==> config.mk <==
export PLATFORM = sky130hd
export DESIGN_NAME = simd_gt_cmp
export DESIGN_NICKNAME = d
export VERILOG_FILES = /design/src/rtl/simd_cmp_pkg.sv /design/src/rtl/simd_int_gt.sv /design/src/rtl/simd_fp_gt.sv /design/src/rtl/simd_mask_expand.sv /design/src/rtl/simd_gt_cmp.sv
export SDC_FILE = /design/constraint.sdc
export NUM_CORES = 1
export LEC_CHECK = 0
export BUFFER_PORTS_ARGS = -buffer_cell sky130_fd_sc_hd__buf_2
export CAP_MARGIN = 15
export CORE_AREA = 2 2 155 157
export DETAILED_ROUTE_END_ITERATION = 6
export DIE_AREA = 0 0 157 159
export PLACE_DENSITY = 0.77
export SLEW_MARGIN = 20
export SYNTH_ARGS = -nofsm -noshare
export SYNTH_HDL_FRONTEND = slang
export SYNTH_SLANG_ARGS = --single-unit
==> constraint.sdc <==
create_clock -name clk -period 7.1 [get_ports clk]
set_clock_uncertainty 0.2 [all_clocks]
set_input_delay 1.42 -clock clk [delete_from_list [all_inputs] [get_ports clk]]
set_output_delay 1.42 -clock clk [all_outputs]
set_load 0.01 [all_outputs]
==> src/rtl/simd_cmp_pkg.sv <==
package simd_cmp_pkg;

  typedef enum logic [1:0] {
    KIND_SINT = 2'b00,
    KIND_UINT = 2'b01,
    KIND_FP   = 2'b10,
    KIND_FP2  = 2'b11
  } num_kind_e;

  typedef enum logic [1:0] {
    SZ_BYTE  = 2'b00,
    SZ_HALF  = 2'b01,
    SZ_WORD  = 2'b10,
    SZ_WORD2 = 2'b11
  } lane_sz_e;

  localparam int BYTE_W = 8;
  localparam int WORD_W = 32;
  localparam int FP_EXP_W = 8;
  localparam int FP_MAN_W = 23;

endpackage

==> src/rtl/simd_int_gt.sv <==
module simd_int_gt
  import simd_cmp_pkg::*;
#(
  parameter int DATA_W = 128
) (
  input  logic [DATA_W-1:0]          a,
  input  logic [DATA_W-1:0]          b,
  input  logic                       is_signed,
  input  logic [1:0]                 sz,
  output logic [DATA_W/BYTE_W-1:0]   byte_gt
);
  localparam int NB = DATA_W / BYTE_W;
  localparam int NH = NB / 2;
  localparam int NW = NB / 4;

  logic [NB-1:0] b_gtu, b_gts, b_eq;
  logic [NH-1:0] h_gtu, h_gts, h_eq;
  logic [NW-1:0] w_gtu, w_gts;
  lane_sz_e sz_e;

  assign sz_e = lane_sz_e'(sz);

  // byte level: unsigned and signed greater-than plus equality
  for (genvar i = 0; i < NB; i++) begin : g_byte
    logic [BYTE_W-1:0] ab, bb;
    assign ab = a[BYTE_W*i +: BYTE_W];
    assign bb = b[BYTE_W*i +: BYTE_W];
    assign b_gtu[i] = ab > bb;
    assign b_gts[i] = $signed(ab) > $signed(bb);
    assign b_eq[i]  = ab == bb;
  end

  // 16-bit lanes: the high byte decides unless equal, low byte is unsigned
  for (genvar h = 0; h < NH; h++) begin : g_half
    assign h_gtu[h] = b_gtu[2*h+1] | (b_eq[2*h+1] & b_gtu[2*h]);
    assign h_gts[h] = b_gts[2*h+1] | (b_eq[2*h+1] & b_gtu[2*h]);
    assign h_eq[h]  = b_eq[2*h+1] & b_eq[2*h];
  end

  // 32-bit lanes built from the 16-bit partials
  for (genvar w = 0; w < NW; w++) begin : g_word
    assign w_gtu[w] = h_gtu[2*w+1] | (h_eq[2*w+1] & h_gtu[2*w]);
    assign w_gts[w] = h_gts[2*w+1] | (h_eq[2*w+1] & h_gtu[2*w]);
  end

  // broadcast each lane result to every byte it covers
  for (genvar i = 0; i < NB; i++) begin : g_sel
    always_comb begin
      unique case (sz_e)
        SZ_BYTE: byte_gt[i] = is_signed ? b_gts[i]   : b_gtu[i];
        SZ_HALF: byte_gt[i] = is_signed ? h_gts[i/2] : h_gtu[i/2];
        default: byte_gt[i] = is_signed ? w_gts[i/4] : w_gtu[i/4];
      endcase
    end
  end

endmodule

==> src/rtl/simd_fp_gt.sv <==
module simd_fp_gt
  import simd_cmp_pkg::*;
#(
  parameter int DATA_W = 128,
  parameter int EXP_W  = FP_EXP_W,
  parameter int MAN_W  = FP_MAN_W
) (
  input  logic [DATA_W-1:0]                 a,
  input  logic [DATA_W-1:0]                 b,
  output logic [DATA_W/(1+EXP_W+MAN_W)-1:0] word_gt
);
  localparam int FW = 1 + EXP_W + MAN_W;
  localparam int NW = DATA_W / FW;
  localparam int MAG_W = EXP_W + MAN_W;

  for (genvar w = 0; w < NW; w++) begin : g_lane
    logic [FW-1:0]    fa, fb;
    logic             sa, sb, nan_a, nan_b, zero_a, zero_b;
    logic [MAG_W-1:0] mag_a, mag_b;
    logic             ord;

    assign fa = a[FW*w +: FW];
    assign fb = b[FW*w +: FW];
    assign sa = fa[FW-1];
    assign sb = fb[FW-1];

    assign nan_a = (&fa[MAG_W-1:MAN_W]) && (|fa[MAN_W-1:0]);
    assign nan_b = (&fb[MAG_W-1:MAN_W]) && (|fb[MAN_W-1:0]);

    // flush: a zero exponent means a zero magnitude
    assign mag_a  = (fa[MAG_W-1:MAN_W] == '0) ? '0 : fa[MAG_W-1:0];
    assign mag_b  = (fb[MAG_W-1:MAN_W] == '0) ? '0 : fb[MAG_W-1:0];
    assign zero_a = mag_a == '0;
    assign zero_b = mag_b == '0;

    always_comb begin
      unique case ({sa, sb})
        2'b01:   ord = 1'b1;
        2'b00:   ord = mag_a > mag_b;
        2'b11:   ord = mag_a < mag_b;
        default: ord = 1'b0;
      endcase
    end

    assign word_gt[w] = !(nan_a || nan_b) && !(zero_a && zero_b) && ord;
  end

endmodule

==> src/rtl/simd_mask_expand.sv <==
module simd_mask_expand
  import simd_cmp_pkg::*;
#(
  parameter int DATA_W = 128
) (
  input  logic [DATA_W/BYTE_W-1:0] byte_res,
  input  logic                     half,
  output logic [DATA_W-1:0]        mask
);
  localparam int NB = DATA_W / BYTE_W;

  for (genvar i = 0; i < NB; i++) begin : g_exp
    if (i >= NB / 2) begin : g_hi
      assign mask[BYTE_W*i +: BYTE_W] = half ? '0 : {BYTE_W{byte_res[i]}};
    end else begin : g_lo
      assign mask[BYTE_W*i +: BYTE_W] = {BYTE_W{byte_res[i]}};
    end
  end

endmodule

==> src/rtl/simd_gt_cmp.sv <==
module simd_gt_cmp
  import simd_cmp_pkg::*;
#(
  parameter int DATA_W = 128
) (
  input  logic              clk,
  input  logic              rst,
  input  logic              in_valid,
  output logic              in_ready,
  input  logic [DATA_W-1:0] opa,
  input  logic [DATA_W-1:0] opb,
  input  logic [1:0]        lane_sz,
  input  logic [1:0]        num_kind,
  input  logic              half_width,
  input  logic              zero_mode,
  output logic              out_valid,
  input  logic              out_ready,
  output logic [DATA_W-1:0] mask
);
  localparam int NB = DATA_W / BYTE_W;
  localparam int NW = DATA_W / WORD_W;
  localparam int BPW = WORD_W / BYTE_W;

  num_kind_e        kind_e;
  logic             is_fp, is_signed, accept;
  logic [DATA_W-1:0] rhs, mask_nxt;
  logic [NB-1:0]    int_res, sel_res;
  logic [NW-1:0]    fp_res;

  assign kind_e    = num_kind_e'(num_kind);
  assign is_fp     = (kind_e == KIND_FP) || (kind_e == KIND_FP2);
  assign is_signed = kind_e == KIND_SINT;
  assign rhs       = zero_mode ? '0 : opb;

  simd_int_gt #(.DATA_W(DATA_W)) int_i (
    .a(opa), .b(rhs), .is_signed(is_signed), .sz(lane_sz), .byte_gt(int_res)
  );

  simd_fp_gt #(.DATA_W(DATA_W)) fp_i (
    .a(opa), .b(rhs), .word_gt(fp_res)
  );

  for (genvar i = 0; i < NB; i++) begin : g_pick
    assign sel_res[i] = is_fp ? fp_res[i/BPW] : int_res[i];
  end

  simd_mask_expand #(.DATA_W(DATA_W)) exp_i (
    .byte_res(sel_res), .half(half_width), .mask(mask_nxt)
  );

  assign in_ready = !out_valid || out_ready;
  assign accept   = in_valid && in_ready;

  always_ff @(posedge clk) begin
    if (rst) begin
      out_valid <= 1'b0;
      mask      <= '0;
    end else if (accept) begin
      out_valid <= 1'b1;
      mask      <= mask_nxt;
    end else if (out_ready) begin
      out_valid <= 1'b0;
    end
  end

  // identical operands never produce a set lane
  p_strict_eq_r1: assert property (@(posedge clk) disable iff (rst)
    (accept && !zero_mode && opa == opb) |=> (mask == '0));

  // every byte of a valid mask is uniform
  for (genvar i = 0; i < NB; i++) begin : g_chk
    p_full_lane_r2: assert property (@(posedge clk) disable iff (rst)
      out_valid |-> (mask[BYTE_W*i +: BYTE_W] == '0 || mask[BYTE_W*i +: BYTE_W] == '1));
  end

  // narrow form clears the upper half
  p_half_upper_r7: assert property (@(posedge clk) disable iff (rst)
    (accept && half_width) |=> (mask[DATA_W-1:DATA_W/2] == '0));

  // zero operand against zero never passes
  p_zero_self_r8: assert property (@(posedge clk) disable iff (rst)
    (accept && zero_mode && opa == '0) |=> (mask == '0));

  // acceptance yields a valid result; stall holds it
  p_accept_r9: assert property (@(posedge clk) disable iff (rst)
    accept |=> out_valid);
  p_hold_r9: assert property (@(posedge clk) disable iff (rst)
    (out_valid && !out_ready) |=> (out_valid && $stable(mask)));

  // reset empties the output register
  p_reset_r10: assert property (@(posedge clk)
    rst |=> (!out_valid && mask == '0));

endmodule

Word level (Yosys, flattened, before mapping)
Cells that the tools add are included. Widths: inputs -> output; s select.

Word-level logic and storage cells: 263. Flip-flop bits (word level): 129. Input port bits: 266.

Mux-type cells: 83. Reductions and logical operators: 75. Equality and inequality tests: 23. $lt $le $gt $ge: 40. Bitwise operators: 40.

Operators with widths (number): $gt 8x8->1 (32); $logic_not 31->1 (8); $mux 31 (8); $reduce_or 23->1 (8); $mux 128 (1); $gt 31x31->1 (4); $lt 31x31->1 (4); $eq 8x8->1 (12); $logic_not 8->1 (8); $mux 8 (8); $reduce_and 8->1 (8); $mux 1 (46); $pmux 1 s2 (16); $or 1x1->1 (24); $logic_and 1x1->1 (21); $and 1x1->1 (16); $eq 2x2->1 const B (6); $logic_not 2->1 (6); $pmux 1 s3 (4); $eq 2x1->1 const B (5); $logic_not 1->1 (9); $logic_or 1x1->1 (6); $reduce_bool 2->1 (1).

Depth between registers and ports, before layout
Gate-level depths: netlist of run 1.

Depth after elaboration: 10. Mapped depth: 14.

Modules after synthesis
Synthesis of run 1 repeated with hierarchy kept, for this count alone.

Cell total of the unflattened synthesis: 2198. Area total of the unflattened synthesis: 16420.7 um^2.

Modules (own cells, without submodules): simd_gt_cmp (instances 1, area each 6775.2 um^2, seq. area each 2582.5 um^2, cells an instance 769); simd_fp_gt (instances 1, area each 4699.5 um^2, seq. area each 0.0 um^2, cells an instance 718); simd_int_gt (instances 1, area each 3995.1 um^2, seq. area each 0.0 um^2, cells an instance 583); simd_mask_expand (instances 1, area each 950.9 um^2, seq. area each 0.0 um^2, cells an instance 128).

Worst setup path before layout of run 1
No wires, ideal clock.

Kind: input port to flip-flop. Start point: in zero_mode. End point: reg mask[39]. Setup slack: 2594 ps. Arrival: 4226 ps. Data required time: 6821 ps. Path buffers: 4. Cell stages on the path: 14. Path through: clkbuf_1 -> clkbuf_1 -> clkbuf_1 -> clkbuf_1 -> nand2b_1 -> ha_1 -> and2_2 -> a221o_1 -> a221oi_2 -> o21ai_1 -> a21oi_2 -> a2111oi_1 -> a211o_1 -> a211oi_2.

Longest elaborated chain between the ends: 9. Elaborated cells between the ends (all ways): 44. Classes of those cells: order compare: 9; eq/ne: 5; mux: 8; bitwise: 10; reduce/logical: 12.

RTL lines: from (decl) (RTL line simd_gt_cmp.sv:15) `input logic zero_mode,`; $mux 128 (*) (RTL line simd_gt_cmp.sv:33) `assign rhs = zero_mode ? '0 : opb;`; branches (longest 7 deep; another with $lt 31x31->1); $mux 1 (*) (RTL line simd_gt_cmp.sv:44) `assign sel_res[i] = is_fp ? fp_res[i/BPW] : int_res[i];`; to (signal assigned) (RTL line simd_gt_cmp.sv:60) `mask <= mask_nxt;`; to (decl) (RTL line simd_gt_cmp.sv:18) `output logic [DATA_W-1:0] mask`.

Mark *: on every way between the ends. A chain may end at the register's enable or synchronous reset.

Worst setup path after layout of run 1
Start point: in opa[121]. End point: reg mask[126].

Longest elaborated chain between the ends: 9. Elaborated cells between the ends (all ways): 30. Classes of those cells: order compare: 4; eq/ne: 1; mux: 8; bitwise: 7; reduce/logical: 10.

RTL lines: from (decl) (RTL line simd_gt_cmp.sv:10) `input logic [DATA_W-1:0] opa,`; branches (longest 7 deep; another with $lt 31x31->1); $mux 1 (*) (RTL line simd_gt_cmp.sv:44); $mux 8 (*) (RTL line simd_mask_expand.sv:14) `assign mask[BYTE_W*i +: BYTE_W] = half ? '0 : {BYTE_W{byte_res[i]}};`.

Marked as above.

==> reports/summary.txt, run 1 <==
Status - finished, final reports clean
Starting Density - 47.2%
Crit path kind - in2reg
Drt first pass iters - 5
# clock sinks - 17
Fin. max-slew vios - 0
Fraction of registers with async set/reset - 0%
Power per cell area - 80.6 mW/mm^2
Top-count cell post-synth - ha_1
Arr. time, crit path - 5.09 ns
Final Hold Viols - 0
Final design utilization - 52.9%
Top-Level Pins - 396
Measured slew at the worst slew-check pin - 0.735 ns
Number of synthesized flops with an enable pin - 0
Post-CTS setup buffer count - 0
Clock Path Buffers - 2
Setup total negative slack - 0 ns
Leakage - 5.97 nW
Max Cap Viol - 0
Total CTS buffers - 3
Cell chain of the critical path - buf_2 > nor4_1 > nand2_1 > and2_1 > ha_1 > and2_1 > a221o_1 > a211oi_1 > o31ai_1 > or2_1 > o211ai_1 > nand2b_1 > a221oi_1
Minimum clock period - 5.13 ns
DPL Wire Length - 30800 um
Num rows - 56
Number of setup violations in the final report - 0
P&R area growth vs syn - 12.2%
Cts hold-fix bufs - 0
Post-synth top area share - 30.5%
Largest cells by area after synthesis - ha_1 31%, nand2b_1 8.1%, buf_4 7.7%
Hold Crit Class - reg2reg
Vias per cell - 5.86
Total grt overflow - 0
Worst setup EP type - flip-flop
Post-CTS Resized - 0
Synth warnings - 0
Period utilization - 72.3%
Synth top cells by count - 267 x ha_1, 162 x nand2_1, 141 x nand2b_1, 112 x buf_4, 103 x a21oi_1
Worst relative slew slack - 50.9%
RSZ-0062 raised after global routing - no
Clock latency on the worst-skew pair - 0.25 ns
Mapped Nets - 2066
Die Wd - 157 um
Die Ht - 159 um
Fin cells - 2074
Register area - 340 um^2
Vias in the first global route - 11773
VDD IR max - 0.0762 mV
Cell count after synthesis - 1533
Slowest stage delay, CP - 0.62 ns
Max frequency - 0.195 GHz
CP dominant cell by count - and2_1
Total placed cells including tap cells - 2068
Clk root buf - clkbuf_16
Crit-path max FO - 22
Routability Congestion - 0.963
ANT nets after route - 0
Routed Wire Length - 36300 um
Clock Pin Slew Worst Setup and Hold Paths - 0.05 ns
Full die area - 0.0250 mm^2
Largest net degree at the start of global routing - 83
Slowest CP cell - nor4_1
H-tree levels - 1
CTS tree - built
Syn avg cell area - 7.14 um^2
Total GRT Usage - 27.6%
DRT iter0 DRCs - 881
Flops & latches, synth - 17
Initial antenna violation count - 3
I/O Buffers - 395
Core region area - 0.0232 mm^2
Final #Nets - 2287
Proportion of layout cells with a drive suffix above 1 - 24.5%
Most common flop cell mapped by yosys - dfxtp_1
Post-Synthesis Cell Area - 0.0109 mm^2
Number of fill cells - 2266
Post-synthesis sequential area ratio - 3.11%
Post-route DRC - 0
Area of the multi-input gates - 0.00925 mm^2
Drt wl/cell - 17.5 um
First-pass GRT wire length - 57100 um
Required time worst endpoint - 7.05 ns
Worst Setup Start Kind - input port
Largest area contributor in the netlist - ha_1
Cell variety after synth - 73
Via Count - 12161
## cell type report
type                            instances  share of cell area (%)
Multi-Input combinational cell       1284                    75.4
Timing Repair Buffer                  401                    16.5
Tap cell                              319                    3.25
Sequential cell                        17                    2.77
Inverter                               47                    1.44
Clock buffer                            4                   0.642
Antenna cell                            2                  0.0408
## cell families after synthesis
| family | share of synthesized area (%) |
|---|---|
| buffers and inverters | 12.3 |
| multiplexers | 0.297 |
| AND/OR/NAND/NOR | 35.1 |
| AO/OA/AOI/OAI | 17.9 |
| flip-flops | 3.11 |
| XOR/XNOR | 0.721 |
| adder cells (fa/ha/maj) | 30.5 |
## cells in the final DEF (no fill, tap or decap), types with 12 or more instances in the layout
| cell | n |
|---|---|
| nand3_1 | 25 |
| nand4_1 | 57 |
| nor2_1 | 68 |
| a21oi_1 | 103 |
| inv_1 | 47 |
| nor3_1 | 26 |
| a31oi_1 | 12 |
| nor2b_1 | 26 |
| a21o_1 | 19 |
| ha_1 | 267 |
| o211ai_1 | 14 |
| buf_2 | 395 |
| and2_1 | 91 |
| a211oi_1 | 21 |
| nand2b_1 | 141 |
| dfxtp_1 | 17 |
| nor4_1 | 67 |
| o21ai_0 | 50 |
| nand2_1 | 162 |
## sequential cells by signal, indices dropped and copies added, names as in the netlist
register / count
out_valid: 1
mask: 16
## metrics by stage
stage | hold slack [ns] | instance area (um^2) | setup WS, ns | total power, W
final | 0.406 | 12300 | 1.97 | 0.000990
after global routing | 0.440 | 12300 | 1.72 | 0.00109
after detailed placement | 0.405 | 12200 | 1.78 | 0.000865
after floorplan | 0.382 | 10900 | 2.59 | 0.000638
after global placement | 0.393 | 12200 | 1.80 | 0.000846
after CTS | 0.414 | 12300 | 2.01 | 0.000986
## final timing paths
path | start | end | slack (ns) | cells after the start
worst max-delay path | opa[121] | mask[126] | 1.97 | 13
worst min-delay path | mask[103] | mask[103] | 0.41 | 2
worst max register to register | out_valid | mask[87] | 4.44 | 7
worst min register to register | mask[103] | mask[103] | 0.41 | 2
## per-layer routing
| metal | wire (um) | vias to the layer above | global-route usage [%] |
|---|---|---|---|
| met2 | 17300 | 523 | 49.4 |
| met3 | 2390 | 124 | 3.10 |
| li1 | - | 5894 | - |
| met1 | 15200 | 5618 | 34.0 |
| met4 | 1390 | 2 | 9.38 |
| met5 | 7 | - | 0 |
## worst max-delay path: cells and delay by family
family / cells / cell delay (ns)
AOI/OAI and AO/OA: 5 / 1.20
adders and majority gates: 1 / 0.30
and+or+nand+nor: 6 / 2.01
buffers and inverters: 1 / 0.13
## power by group
part           switching [W]  internal (W)  leakage, nW
registers          0.0000192      0.000103        0.140
clock network      0.0000390     0.0000763       0.0382
logic               0.000425      0.000327         5.80
total               0.000483      0.000507         5.97
No activity file was read; power rests on OpenSTA's default activity.
==> inputs of run 2 (changes only) <==
--- a/config.mk
+++ b/config.mk
@@ -7,9 +7,9 @@
 export LEC_CHECK = 0
 export BUFFER_PORTS_ARGS = -buffer_cell sky130_fd_sc_hd__buf_2
 export CAP_MARGIN = 15
-export CORE_AREA = 2 2 155 157
+export CORE_AREA = 2 2 156 158
 export DETAILED_ROUTE_END_ITERATION = 6
-export DIE_AREA = 0 0 157 159
+export DIE_AREA = 0 0 158 160
 export PLACE_DENSITY = 0.77
 export SLEW_MARGIN = 20
 export SYNTH_ARGS = -nofsm -noshare
==> constraint.sdc (replaced) <==
create_clock -name clk -period 5.3 [get_ports clk]
set_clock_uncertainty 0.2 [all_clocks]
set_input_delay 1.06 -clock clk [delete_from_list [all_inputs] [get_ports clk]]
set_output_delay 1.06 -clock clk [all_outputs]
set_load 0.01 [all_outputs]
==> reports/summary.txt, run 2 (synthesis gave the netlist of run 1 again) <==
Die Wd - 158 um
Cts hold-fix bufs - 0
Clock Pin Slew Worst Setup and Hold Paths - 0.05 ns
Hold Crit Depth - 2
Minimum clock period - 4.70 ns
VDD IR max - 0.0861 mV
Worst relative slew slack - 48.5%
Initial antenna violation count - 3
Power per cell area - 107 mW/mm^2
Vias in the first global route - 11272
ANT nets after route - 0
P&R area growth vs syn - 12.5%
Total grt overflow - 0
Clock latency on the worst-skew pair - 0.24 ns
Required time worst endpoint - 5.25 ns
I/O Buffers - 395
Max Cap Viol - 0
Number of setup violations in the final report - 0
Fin. max-slew vios - 0
Biggest register - mask
DPL Wire Length - 31000 um
Tot Pwr - 0.00132 W
Full die area - 0.0253 mm^2
Period utilization - 88.6%
Vias per cell - 5.83
Routability Congestion - 0.954
Final #Nets - 2290
Starting Density - 45.9%
Drt first pass iters - 5
Clk root buf - clkbuf_16
Post-CTS Resized - 0
Post-route DRC - 0
Proportion of layout cells with a drive suffix above 1 - 24.7%
Post-CTS setup buffer count - 0
Top-Level Pins - 396
Final Hold Viols - 0
H-tree levels - 1
Arr. time, crit path - 4.65 ns
Worst Setup Start Kind - input port
CP dominant cell by count - and2_1
Measured slew at the worst slew-check pin - 0.767 ns
Number of fill cells - 2463
DRT iter0 DRCs - 778
Max frequency - 0.213 GHz
Total CTS buffers - 3
Via Count - 12139
Largest registers - mask (16), out_valid (1)
Drt wl/cell - 17.4 um
Clock Path Buffers - 2
Most frequent cells in the layout - 394 x buf_2, 267 x ha_1, 162 x nand2_1
Crit-path max FO - 22
Worst Reg2Reg Path Length in Cells - 7
Slowest CP cell - nand2_1
Max FFs per register - 16
RSZ-0062 raised after global routing - no
Slowest stage delay, CP - 0.55 ns
Core region area - 0.0238 mm^2
Worst setup EP type - flip-flop
Hold Crit Class - reg2reg
First-pass GRT wire length - 56600 um
Largest net degree at the start of global routing - 68
Die Ht - 160 um
Status - finished, final reports clean
Most common cell after layout, fill and taps aside - buf_2
Setup total negative slack - 0 ns
Num rows - 57
CTS tree - built
Total GRT Usage - 27.6%
Leakage - 5.99 nW
Routed Wire Length - 36300 um
Cell chain of the critical path - buf_2 > nor4_1 > nand2_1 > and2_1 > ha_1 > and2_1 > a221o_1 > a211oi_1 > o31ai_1 > or2_1 > o211ai_1 > nand2b_1 > a221oi_1
# clock sinks - 17
Crit path kind - in2reg
==> run 2: cell types whose count changed in the layout (fill, tap and decap cells not counted), sizes merged <==
cell	before	now
buf	401	404
diode	2	3
==> run 2: cell type report <==
cell class / instances / area [um^2] / share of cell area [%]
sequential: 17 / 340 / 2.77
multi-input combinational: 1284 / 9250 / 75.2
timing repair buffer: 404 / 2050 / 16.6
antenna: 3 / 7.51 / 0.0610
inverter: 47 / 176 / 1.43
clock buffer: 4 / 78.8 / 0.641
tap: 324 / 405 / 3.29
==> run 2: worst paths after layout <==
check              endpoint  slack, ns       from
setup / recovery  mask[126]       0.60   opa[120]
hold / removal    mask[111]       0.39  mask[111]
setup reg to reg   mask[87]       2.48  out_valid
hold reg to reg   mask[111]       0.39  mask[111]
==> run 2: per-layer routing <==
layer | share of wire (%) | routed length, um | GRT usage, %
met5 | 0 | 0 | 0
met4 | 3.6 | 1310 | 9.66
met3 | 7.1 | 2570 | 2.47
met2 | 48 | 17300 | 48.3
met1 | 42 | 15100 | 35.1
==> run 2: power breakdown <==
part | leakage [nW] | internal, W | total, W | switching, W
clock network | 0.0382 | 0.000102 | 0.000153 | 0.0000510
registers | 0.140 | 0.000138 | 0.000164 | 0.0000257
logic | 5.81 | 0.000437 | 0.00100 | 0.000567
total | 5.99 | 0.000677 | 0.00132 | 0.000644
==> run 2: through the flow <==
stage	util [%]	worst slack, ns	cells	hold slack, ns	area [um^2]
after floorplan	-	1.15	1533	0.382	10900
after global placement	51.3	0.643	2076	0.371	12200
after detailed placement	51.3	0.459	2076	0.398	12200
after CTS	51.6	0.670	2080	0.406	12300
after global routing	51.7	0.330	2083	0.466	12300
final	51.7	0.602	2083	0.389	12300
==> run 2: worst max-delay path: cells and delay by family <==
kind | cells | cell delay [ns]
AO/OA/AOI/OAI | 5 | 1.22
adder cells (fa/ha/maj) | 1 | 0.30
buffers and inverters | 1 | 0.14
AND/OR/NAND/NOR | 6 | 1.94
==> inputs of run 3 (changes only) <==
--- a/config.mk
+++ b/config.mk
@@ -5,12 +5,12 @@
 export SDC_FILE = /design/constraint.sdc
 export NUM_CORES = 1
 export LEC_CHECK = 0
-export BUFFER_PORTS_ARGS = -buffer_cell sky130_fd_sc_hd__buf_2
 export CAP_MARGIN = 15
-export CORE_AREA = 2 2 156 158
+export CORE_AREA = 2 2 155 157
 export DETAILED_ROUTE_END_ITERATION = 6
-export DIE_AREA = 0 0 158 160
-export PLACE_DENSITY = 0.77
+export DIE_AREA = 0 0 157 159
+export DONT_BUFFER_PORTS = 1
+export PLACE_DENSITY = 0.63
 export SLEW_MARGIN = 20
 export SYNTH_ARGS = -nofsm -noshare
 export SYNTH_HDL_FRONTEND = slang
==> reports/summary.txt, run 3 (synthesis gave the netlist of run 1 again) <==
RSZ-0062 raised after global routing - no
First-pass GRT wire length - 52000 um
Via Count - 10262
ANT nets after route - 0
Worst setup EP type - flip-flop
Crit path kind - in2reg
Worst relative slew slack - 32.0%
# clock sinks - 17
Starting Density - 47.2%
Clock latency on the worst-skew pair - 0.25 ns
Biggest register - mask
Drt first pass iters - 5
Cell chain of the critical path - nor4_1 > nand2_1 > and2_1 > ha_1 > nand4_1 > or4_1 > a21oi_1 > mux2i_1 > or3b_1 > a22oi_1 > nor3_1
Largest registers - mask (16), out_valid (1)
Power per cell area - 101 mW/mm^2
Most frequent cells in the layout - 267 x ha_1, 162 x nand2_1, 141 x nand2b_1
Max Cap Viol - 0
Largest net degree at the start of global routing - 153
CTS tree - built
Vias per cell - 6.12
Hold Crit Depth - 2
Post-CTS Resized - 0
Fin. max-slew vios - 0
Final Hold Viols - 0
Crit-path max FO - 22
Worst Reg2Reg Path Length in Cells - 7
Max frequency - 0.221 GHz
Clock Path Buffers - 2
Routability Congestion - 0.912
Hold worst-path end - out_valid
Worst Setup Start Kind - input port
Status - finished, final reports clean
Clock Pin Slew Worst Setup and Hold Paths - 0.06 ns
Number of setup violations in the final report - 0
Total grt overflow - 0
Vias in the first global route - 9982
Reg2reg setup slack - 2.70 ns
Slowest CP cell - or4_1
Routed Wire Length - 32800 um
Placement-stage cell area - 0.0102 mm^2
Top-Level Pins - 396
Max FFs per register - 16
Arr. time, crit path - 4.46 ns
Required time worst endpoint - 5.24 ns
Drt wl/cell - 19.6 um
Final hold slack - 0.482 ns
Measured slew at the worst slew-check pin - 1.02 ns
Clk root buf - clkbuf_16
# diodes - 0
DPL Wire Length - 27500 um
Total GRT Usage - 25.3%
Post-route DRC - 0
RR Endpoint - mask[87]
Num rows - 56
Most common cell after layout, fill and taps aside - ha_1
P&R area growth vs syn - -5.87%
Final design utilization - 44.4%
Minimum clock period - 4.52 ns
Slowest stage delay, CP - 0.55 ns
Leakage - 4.26 nW
Hold path start - out_valid
I/O Buffers - 0
Die Ht - 159 um
H-tree levels - 1
Cts hold-fix bufs - 0
Proportion of layout cells with a drive suffix above 1 - 2.65%
Die Wd - 157 um
Final #Nets - 1893
Total CTS buffers - 3
Design Area, Final - 0.0103 mm^2
Post-CTS setup buffer count - 0
DRT iter0 DRCs - 720
Full die area - 0.0250 mm^2
Initial antenna violation count - 0
Origin of the critical flop-to-flop path - out_valid
Period utilization - 85.2%
Pre-CTS WS - 0.591 ns
VDD IR max - 0.0595 mV
Hold Crit Class - reg2reg
Final worst slack - 0.782 ns
Setup total negative slack - 0 ns
Core region area - 0.0232 mm^2
## run 3: cell types whose count changed in the layout (fill, tap and decap cells not counted)
cell     previous run  this run
buf_4              10         7
diode_2             3         0
buf_2             394         0
## run 3: stage by stage
step	total power, W	instances
final	0.00105	1678
after global routing	0.00117	1678
after CTS	0.00105	1678
after detailed placement	0.000886	1674
after global placement	0.000874	1674
after floorplan	0.000855	1533
## run 3: area by class of cell
class                   count  area [um^2]
fillers                  2399        12900
well taps                 319          399
repair buffers              7         52.6
inverters                  47          176
clock buffers               4         78.8
multi-input cells        1284         9250
flip-flops and latches     17          340
## run 3: metal layers
metal / wire [um] / vias up / GRT usage, %
met3: 2500 / 36 / 4.68
met5: 0 / - / 0
met1: 14600 / 4748 / 33.4
met4: 468 / 0 / 3.96
met2: 15300 / 375 / 43.5
li1: - / 5103 / -
## run 3: worst max-delay path by stage
stage / from / end / slack, ns / depth (start not counted)
floorplan: zero_mode / mask[39] / 1.15 / 14
global placement: opa[92] / mask[95] / 0.72 / 11
detailed placement: opa[92] / mask[95] / 0.59 / 11
CTS: opa[92] / mask[95] / 0.85 / 11
global route: opa[92] / mask[95] / 0.43 / 11
finish: opa[92] / mask[95] / 0.78 / 11
## run 3: worst max-delay path: cells and delay by family
family	cells	cell delay [ns]
adder cells (fa/ha/maj)	1	0.31
AO/OA/AOI/OAI	2	0.35
AND/OR/NAND/NOR	7	2.55
multiplexers	1	0.19
## run 3: where the power goes
group | internal (W) | switching [W] | total, W
sequential | 0.000138 | 0.0000719 | 0.000210
combinational | 0.000319 | 0.000359 | 0.000678
clock | 0.000102 | 0.0000552 | 0.000158
total | 0.000559 | 0.000486 | 0.00105
